## src/rtl/strm_pkg.sv

```systemverilog
package strm_pkg;

    typedef enum logic [2:0] {
        ST_IDLE,
        ST_AFF_RUN,
        ST_IND_IDX,
        ST_IND_WAIT,
        ST_IND_DATA
    } strm_state_e;

endpackage

```

## src/rtl/strm_addr_gen.sv

```systemverilog
module strm_addr_gen #(
    parameter int AW      = 16,
    parameter int DW      = 16,
    parameter int CW      = 8,
    parameter int SCALE_W = 2
) (
    input  logic [AW-1:0]      walk_base,
    input  logic [AW-1:0]      stride,
    input  logic [1:0]         esize,
    input  logic [CW-1:0]      elem,
    input  logic [AW-1:0]      data_base,
    input  logic [DW-1:0]      index_val,
    input  logic [SCALE_W-1:0] scale,
    output logic [AW-1:0]      walk_addr,
    output logic [AW-1:0]      gather_addr
);

    logic [AW-1:0] step_off;

    always_comb begin
        step_off    = stride * AW'(elem);
        walk_addr   = walk_base + (step_off << esize);
        gather_addr = data_base + (AW'(index_val) << scale);
    end

endmodule

```

## src/rtl/strm_slots.sv

```systemverilog
module strm_slots #(
    parameter int DEPTH = 8,
    parameter int DW    = 16,
    localparam int IW   = $clog2(DEPTH)
) (
    input  logic          clk,
    input  logic          rst_n,
    input  logic          clr_all,
    input  logic          wr_en,
    input  logic [IW-1:0] wr_idx,
    input  logic [DW-1:0] wr_data,
    input  logic          wr_fault,
    input  logic          inv_en,
    input  logic [IW-1:0] inv_idx,
    input  logic [IW-1:0] rd_idx,
    output logic          rd_present,
    output logic [DW-1:0] rd_data,
    output logic          rd_fault,
    input  logic [IW-1:0] old_idx,
    output logic          old_present
);

    logic [DEPTH-1:0] present_q;
    logic [DEPTH-1:0] fault_q;
    logic [DW-1:0]    data_q [DEPTH];

    for (genvar g = 0; g < DEPTH; g++) begin : g_slot
        always_ff @(posedge clk or negedge rst_n) begin
            if (!rst_n) begin
                present_q[g] <= 1'b0;
                fault_q[g]   <= 1'b0;
                data_q[g]    <= '0;
            end else if (clr_all) begin
                present_q[g] <= 1'b0;
                fault_q[g]   <= 1'b0;
            end else if (wr_en && (wr_idx == IW'(g))) begin
                present_q[g] <= 1'b1;
                fault_q[g]   <= wr_fault;
                data_q[g]    <= wr_data;
            end else if (inv_en && (inv_idx == IW'(g))) begin
                present_q[g] <= 1'b0;
            end
        end
    end

    always_comb begin
        rd_present  = present_q[rd_idx];
        rd_data     = data_q[rd_idx];
        rd_fault    = fault_q[rd_idx];
        old_present = present_q[old_idx];
    end


    slot_overwrite_chk: assert property (@(posedge clk) disable iff (!rst_n)
        (wr_en && !clr_all) |-> !present_q[wr_idx]);


    free_live_chk: assert property (@(posedge clk) disable iff (!rst_n)
        (inv_en && !clr_all) |-> present_q[inv_idx]);

endmodule

```

## src/rtl/strm_prefetch_engine.sv

```systemverilog
module strm_prefetch_engine
    import strm_pkg::*;
#(
    parameter int AW      = 16,
    parameter int DW      = 16,
    parameter int DEPTH   = 8,
    parameter int LEN_W   = 8,
    parameter int SCALE_W = 2,
    localparam int TAG_W  = $clog2(DEPTH)
) (
    input  logic               clk,
    input  logic               rst_n,
    input  logic               cfg_valid,
    input  logic               cfg_indirect,
    input  logic [AW-1:0]      cfg_base,
    input  logic [AW-1:0]      cfg_idx_base,
    input  logic [AW-1:0]      cfg_stride,
    input  logic [1:0]         cfg_esize,
    input  logic [SCALE_W-1:0] cfg_scale,
    input  logic [LEN_W-1:0]   cfg_len,
    input  logic               cmd_step,
    input  logic               cmd_commit,
    input  logic               cmd_squash,
    input  logic               cmd_ckpt,
    input  logic               cmd_revert,
    input  logic               cmd_end,
    input  logic               rd_req,
    output logic               rd_valid,
    output logic [DW-1:0]      rd_data,
    output logic               rd_fault,
    output logic               mem_req_valid,
    input  logic               mem_req_ready,
    output logic [AW-1:0]      mem_req_addr,
    output logic [TAG_W-1:0]   mem_req_tag,
    input  logic               mem_rsp_valid,
    input  logic [TAG_W-1:0]   mem_rsp_tag,
    input  logic [DW-1:0]      mem_rsp_data,
    input  logic               mem_rsp_fault
);

    localparam int CW = LEN_W;
    localparam logic [CW-1:0] DEPTH_C = CW'(DEPTH);

    strm_state_e state_q, state_d;

    // configuration held for the life of the stream
    logic               ind_q;
    logic [AW-1:0]      base_q, ibase_q, stride_q;
    logic [1:0]         esize_q;
    logic [SCALE_W-1:0] scale_q;
    logic [CW-1:0]      len_q;

    // element counters: committed <= current, committed <= issued
    logic [CW-1:0] head_q, ret_q, iss_q;
    logic [CW-1:0] ck_head_q, ck_ret_q;
    logic [CW-1:0] outs_q, drop_q;
    logic [DW-1:0] idx_q;

    logic          active, room, flush, req_fire;
    logic          rsp_keep, idx_rsp, dat_rsp;
    logic          iss_inc, step_ok, squash_ok, commit_ok;
    logic [CW-1:0] occ, outs_n;
    logic [AW-1:0] walk_addr, gather_addr;
    logic          hd_present, hd_fault, old_present;
    logic [DW-1:0] hd_data;
    logic          wr_en;
    logic [TAG_W-1:0] wr_idx;

    always_comb begin
        active    = (state_q != ST_IDLE);
        occ       = iss_q - ret_q;
        room      = (iss_q < len_q) && (occ < DEPTH_C);
        flush     = cfg_valid || cmd_end || (cmd_revert && active);
        req_fire  = mem_req_valid && mem_req_ready;
        rsp_keep  = mem_rsp_valid && (drop_q == '0);
        idx_rsp   = rsp_keep && (state_q == ST_IND_WAIT) && (outs_q == CW'(1));
        dat_rsp   = rsp_keep && !idx_rsp;
        iss_inc   = (req_fire && ((state_q == ST_AFF_RUN) || (state_q == ST_IND_DATA)))
                 || (idx_rsp && mem_rsp_fault);
        squash_ok = active && cmd_squash && (head_q > ret_q);
        step_ok   = active && cmd_step && !cmd_squash && (head_q < len_q);
        commit_ok = active && cmd_commit && !cmd_squash && !cmd_step
                 && (ret_q < head_q) && old_present;
        outs_n    = outs_q + CW'(req_fire) - CW'(mem_rsp_valid);
        wr_en     = dat_rsp || (idx_rsp && mem_rsp_fault);
        wr_idx    = dat_rsp ? mem_rsp_tag : iss_q[TAG_W-1:0];
    end

    strm_addr_gen #(
        .AW(AW), .DW(DW), .CW(CW), .SCALE_W(SCALE_W)
    ) u_addr (
        .walk_base   (ind_q ? ibase_q : base_q),
        .stride      (stride_q),
        .esize       (esize_q),
        .elem        (iss_q),
        .data_base   (base_q),
        .index_val   (idx_q),
        .scale       (scale_q),
        .walk_addr   (walk_addr),
        .gather_addr (gather_addr)
    );

    strm_slots #(
        .DEPTH(DEPTH), .DW(DW)
    ) u_slots (
        .clk         (clk),
        .rst_n       (rst_n),
        .clr_all     (flush),
        .wr_en       (wr_en),
        .wr_idx      (wr_idx),
        .wr_data     (dat_rsp ? mem_rsp_data : '0),
        .wr_fault    (mem_rsp_fault),
        .inv_en      (commit_ok),
        .inv_idx     (ret_q[TAG_W-1:0]),
        .rd_idx      (head_q[TAG_W-1:0]),
        .rd_present  (hd_present),
        .rd_data     (hd_data),
        .rd_fault    (hd_fault),
        .old_idx     (ret_q[TAG_W-1:0]),
        .old_present (old_present)
    );

    // state register
    always_ff @(posedge clk or negedge rst_n) begin
        if (!rst_n) state_q <= ST_IDLE;
        else        state_q <= state_d;
    end

    // next state
    always_comb begin
        state_d = state_q;
        if (cfg_valid) begin
            state_d = cfg_indirect ? ST_IND_IDX : ST_AFF_RUN;
        end else if (cmd_end) begin
            state_d = ST_IDLE;
        end else if (cmd_revert && active) begin
            state_d = ind_q ? ST_IND_IDX : ST_AFF_RUN;
        end else begin
            unique case (state_q)
                ST_IDLE:     state_d = ST_IDLE;
                ST_AFF_RUN:  state_d = ST_AFF_RUN;
                ST_IND_IDX:  if (req_fire) state_d = ST_IND_WAIT;
                ST_IND_WAIT: if (idx_rsp) state_d = mem_rsp_fault ? ST_IND_IDX : ST_IND_DATA;
                ST_IND_DATA: if (req_fire) state_d = ST_IND_IDX;
                default:     state_d = ST_IDLE;
            endcase
        end
    end

    // outputs
    always_comb begin
        mem_req_valid = 1'b0;
        mem_req_addr  = walk_addr;
        mem_req_tag   = iss_q[TAG_W-1:0];
        unique case (state_q)
            ST_IDLE:     mem_req_valid = 1'b0;
            ST_AFF_RUN:  mem_req_valid = room;
            ST_IND_IDX:  mem_req_valid = room;
            ST_IND_WAIT: mem_req_valid = 1'b0;
            ST_IND_DATA: begin
                mem_req_valid = 1'b1;
                mem_req_addr  = gather_addr;
            end
            default:     mem_req_valid = 1'b0;
        endcase
        rd_valid = active && rd_req && (head_q < iss_q) && hd_present;
        rd_data  = hd_data;
        rd_fault = rd_valid && hd_fault;
    end

    // counters and configuration
    always_ff @(posedge clk or negedge rst_n) begin
        if (!rst_n) begin
            ind_q     <= 1'b0;
            base_q    <= '0;
            ibase_q   <= '0;
            stride_q  <= '0;
            esize_q   <= '0;
            scale_q   <= '0;
            len_q     <= '0;
            head_q    <= '0;
            ret_q     <= '0;
            iss_q     <= '0;
            ck_head_q <= '0;
            ck_ret_q  <= '0;
            outs_q    <= '0;
            drop_q    <= '0;
            idx_q     <= '0;
        end else begin
            outs_q <= outs_n;
            if (flush)                             drop_q <= outs_n;
            else if (mem_rsp_valid && drop_q != '0) drop_q <= drop_q - CW'(1);
            if (idx_rsp && !mem_rsp_fault) idx_q <= mem_rsp_data;

            if (cfg_valid) begin
                ind_q     <= cfg_indirect;
                base_q    <= cfg_base;
                ibase_q   <= cfg_idx_base;
                stride_q  <= cfg_stride;
                esize_q   <= cfg_esize;
                scale_q   <= cfg_scale;
                len_q     <= cfg_len;
                head_q    <= '0;
                ret_q     <= '0;
                iss_q     <= '0;
                ck_head_q <= '0;
                ck_ret_q  <= '0;
            end else if (cmd_end) begin
                head_q <= '0;
                ret_q  <= '0;
                iss_q  <= '0;
            end else if (cmd_revert && active) begin
                head_q <= ck_head_q;
                ret_q  <= ck_ret_q;
                iss_q  <= ck_ret_q;
            end else begin
                if (iss_inc)        iss_q  <= iss_q + CW'(1);
                if (squash_ok)      head_q <= head_q - CW'(1);
                else if (step_ok)   head_q <= head_q + CW'(1);
                if (commit_ok)      ret_q  <= ret_q + CW'(1);
                if (cmd_ckpt && active) begin
                    ck_head_q <= head_q;
                    ck_ret_q  <= ret_q;
                end
            end
        end
    end


    occ_limit_chk: assert property (@(posedge clk) disable iff (!rst_n)
        occ <= DEPTH_C);


    len_stop_chk: assert property (@(posedge clk) disable iff (!rst_n)
        mem_req_valid |-> (iss_q < len_q));


    head_order_chk: assert property (@(posedge clk) disable iff (!rst_n)
        ret_q <= head_q);


    fault_gate_chk: assert property (@(posedge clk) disable iff (!rst_n)
        rd_fault |-> (rd_req && rd_valid));


    rollback_keep_chk: assert property (@(posedge clk) disable iff (!rst_n)
        (squash_ok && !flush) |=> (head_q == $past(head_q) - CW'(1)) && (iss_q >= $past(iss_q)));


    end_quiet_chk: assert property (@(posedge clk) disable iff (!rst_n)
        (cmd_end && !cfg_valid) |=> (!mem_req_valid && !rd_valid));

endmodule

```

## config.mk

```make
export PLATFORM = sky130hd
export DESIGN_NAME = strm_prefetch_engine
export DESIGN_NICKNAME = d
export VERILOG_FILES = /design/src/rtl/strm_pkg.sv /design/src/rtl/strm_addr_gen.sv /design/src/rtl/strm_slots.sv /design/src/rtl/strm_prefetch_engine.sv
export SDC_FILE = /design/constraint.sdc
export NUM_CORES = 1
export LEC_CHECK = 0
export BUFFER_PORTS_ARGS = -buffer_cell sky130_fd_sc_hd__buf_2
export CORE_MARGIN = 2
export CORE_UTILIZATION = 25
export DETAILED_ROUTE_END_ITERATION = 8
export HOLD_SLACK_MARGIN = 0.12
export PLACE_DENSITY = 0.42
export SYNTH_ARGS = -nofsm -noshare
export SYNTH_HDL_FRONTEND = slang
export SYNTH_SLANG_ARGS = --single-unit
```

## constraint.sdc

```tcl
create_clock -name clk -period 16 [get_ports clk]
set_clock_uncertainty 0.1 [all_clocks]
set_input_delay 1.6 -clock clk [delete_from_list [all_inputs] [get_ports clk]]
set_output_delay 1.6 -clock clk [all_outputs]
set_load 0.005 [all_outputs]
```

==> impl_metrics.env <==
export IMPL_critical_path_peak_fanout=23
export IMPL_vdd_ir_drop_worst_uv=71.0
export IMPL_layout_worst_path_cycle_share_pct=55.4
export IMPL_postCtsResizedCells=0
export IMPL_status="finished clean"
export IMPL_cp_common_cell="fa_1"
export IMPL_flow_area_growth_from_synthesis_pct=14.2
export IMPL_yosys_register_bits=280
export IMPL_ys_dominant_reg_cell="dfrtp_1"
export IMPL_die_h_um=280
export IMPL_min_from="u_slots.data_q[115]"
export IMPL_grt_antenna_before_repair=5
export IMPL_ff_latch_area_um2=7010
export IMPL_post_synth_instance_area_um2=19000
export IMPL_route_final_wire_length_um=57700
export IMPL_placedInstanceArea_um2=20500
export IMPL_overflow=0
export IMPL_dpl_cell_count=2968
export IMPL_rsz_0062_raised_after_global_routing="no"
export IMPL_synth_enable_flop_cells=0
export IMPL_cap_violations=0
export IMPL_htree_num_levels=2
export IMPL_drt_first_iter_violations=776
export IMPL_globalRouteTotalUtil_pct=15.0
export IMPL_gp_congestion=0.875
export IMPL_maxSlewViolCount=0
export IMPL_remaining_drc_errors=0
export IMPL_fmax_mhz=113
export IMPL_cts_hold_repair_buffers=0
export IMPL_syn_mean_instance_area_um2=9.75
export IMPL_first_pass_grt_wire_length_um=90700
export IMPL_worst_ep_required_time_ns=14.30
export IMPL_root_buffer_selected_by_cts="clkbuf_16"
export IMPL_maximum_buffer_depth_of_the_clock_tree=3
export IMPL_hold_viol_final=0
export IMPL_crit_path_max_incr_delay_ns=0.69
export IMPL_type_of_the_worst_min_delay_path="flip-flop to flip-flop"
export IMPL_start_kind="flip-flop"
export IMPL_worst_r2r_startpoint="iss_q[1]"
export IMPL_grt_pass1_vias=15000
export IMPL_route_vias_total=14300
export IMPL_synthesis_instances=1946
export IMPL_detailedRoute_firstPassIterationCount=5
export IMPL_initial_utilization_pct=25.1
export IMPL_synth_cell_types=75
export IMPL_io_pins=131
export IMPL_layout_cell_share_with_drive_strength_beyond_1_pct=18.4
export IMPL_drtAntennaViolNets=0
export IMPL_worst_endpoint_arrival_ns=7.17
export IMPL_drt_wirelength_per_cell_um=19.0
export IMPL_leakagePower_nw=9.72
export IMPL_clkSlewWorstSetupHoldPaths_ns=0.06
export IMPL_power_density_nw_per_um2=95.3
export IMPL_die_area_um2=78100
export IMPL_finish_cell_count_without_fillers=3033
export IMPL_rows=101
export IMPL_clock_tree_from_tritoncts="yes"
export IMPL_cts_setup_buffers=0
export IMPL_crit_path_max_delay_cell_type="dfrtp_1"
export IMPL_worstMarginPinSlew_ns=1.01
export IMPL_core_area_um2=75600
export IMPL_synth_net_count=2216
export IMPL_fin_hold_ws_ns=0.375
export IMPL_period_minus_slack_ns=8.87
export IMPL_finish_net_count=2299
export IMPL_kind_of_capture_point_of_the_worst_setup_path="output pin"
export IMPL_cts_made_buffers=37
export IMPL_utilization_pct=28.7
export IMPL_ys_seq_area_share_pct=36.9
export IMPL_filler_cell_count=7956
export IMPL_dp_hpwl_um=41400
export IMPL_critical_path_class="flip-flop to output pin"
export IMPL_setup_total_negative_slack_ns=0
export IMPL_stdcell_area_um2=21700
export IMPL_relative_slew_slack_pct=32.4
export IMPL_synth_async_sr_flop_share_pct=100
export IMPL_cp_cell_sequence="and2_1 -> fa_1 -> fa_1 -> inv_1 -> fa_1 -> fa_1 -> inv_1 -> ha_1 -> o21ai_0 -> o21a_1 -> nor2_1 -> a21oi_1 -> mux4_2 -> ha_1 -> o2111ai_1 -> o21ai_0 -> o41ai_1 -> o21ai_0 -> a31oi_1 -> xor2_1 -> xnor2_1 -> mux2i_1 -> buf_2"
export IMPL_route_detailed_vias_per_inst=4.73
export IMPL_die_x_um=280
export IMPL_port_buffer_count=130
export IMPL_grt_start_max_net_pins=116
export IMPL_ys_warnings_count=0
export IMPL_clock_sinks=280
export IMPL_crit_path_start="iss_q[2]"
export IMPL_finalSetupViolCount=0
export IMPL_diodes_inserted=0
export IMPL_insertion_delay_ns=0.57
export IMPL_multi_input_area_um2=11000
## logic make-up after synthesis
family	after synthesis	share of synthesized area (%)
AOI/OAI and AO/OA	409	13.2
and+or+nand+nor	599	14.1
xor gates and xnor gates	74	3.41
buffers and inverters	241	5.39
muxes	166	12.8
DFF	280	36.9
adders and majority gates	177	14.2
## final cells by class
type	count	area share [%]
clock buffers	51	4.65
clock inverters	14	0.716
inverters	133	2.30
multi-input cells	1425	50.5
flip-flops and latches	280	32.3
well taps	978	5.64
repair buffers	152	3.82
## flip-flops by register name, summed over array words and instances (netlist names), 8 cells and up
name / flops
ck_ret_q: 8
u_slots.fault_q: 8
base_q: 16
ibase_q: 16
drop_q: 8
u_slots.data_q: 128
ret_q: 8
head_q: 8
u_slots.present_q: 8
outs_q: 8
len_q: 8
idx_q: 16
stride_q: 16
ck_head_q: 8
iss_q: 8
## cell usage in the layout, fill, tap and decap left out, drive strengths merged, types with 8 or more instances in the layout
cell type	synthesis	routed
nand2	357	357
dfrtp	280	280
o21ai	195	195
buf	35	152
inv	133	134
ha	113	113
mux2	84	84
a21oi	80	80
and2	76	76
nor2	73	73
fa	64	64
mux4	53	53
clkbuf	73	51
xnor2	49	49
mux2i	29	29
a21o	26	26
xor2	25	25
a211oi	21	21
nor3	17	17
nand3	17	17
or3	11	11
nand2b	10	10
clkinv	0	10
o21bai	9	9
nor2b	8	8
and3	8	8
o31ai	8	8
## path summary, 6_finish.rpt
path | end | slack [ns] | cells after the start
max | mem_req_addr[15] | 7.13 | 23
min | u_slots.data_q[115] | 0.37 | 2
max reg2reg | drop_q[7] | 10.85 | 19
min reg2reg | u_slots.data_q[115] | 0.37 | 2
max in group asynchronous | stride_q[6] | 12.54 | 3
min in group asynchronous | base_q[14] | 1.00 | 1
## through the flow
stage	power, mW	worst slack (ns)
floorplan	1.11	8.47
global placement	1.27	7.86
detailed placement	1.27	7.77
CTS	2.11	7.13
global route	2.20	6.66
finish	2.07	7.13
## cells in the mapped netlist (all sizes together), types with 25 or more instances
library cell | n | share of area [%]
inv | 133 | 2.6
mux4 | 53 | 6.3
dfrtp | 280 | 37
mux2i | 29 | 1.5
a21o | 26 | 1.0
fa | 64 | 6.8
a21oi | 80 | 2.1
nand2 | 357 | 7.1
nor2 | 73 | 1.5
xor2 | 25 | 1.2
o21ai | 195 | 5.4
and2 | 76 | 2.5
buf | 35 | 1.3
clkbuf | 73 | 1.5
xnor2 | 49 | 2.3
mux2 | 84 | 5.0
ha | 113 | 7.4
## routing by layer
layer	up-vias	track usage, %	part of all wire, %
li1	6860	-	-
met1	7157	20.4	47
met2	247	24.8	47
met3	77	2.33	4.1
met4	6	4.20	2.5
met5	-	0	0.061
## power breakdown
part / leakage (nW) / switching (mW) / total, mW / internal [mW]
clock: 0.565 / 0.348 / 0.811 / 0.463
sequential: 3.73 / 0.0526 / 0.805 / 0.753
combinational: 5.43 / 0.260 / 0.450 / 0.189
## worst max-delay path, delay by kind of cell, from the launching register on
family,cells,cell delay [ns]
mux,2,0.61
compound gates,8,1.63
flops,1,0.69
simple gates,2,0.47
xor+xnor,2,0.35
buf+inv,3,0.26
fa+ha+maj,6,2.59
Power figures use the tool's default switching activity.
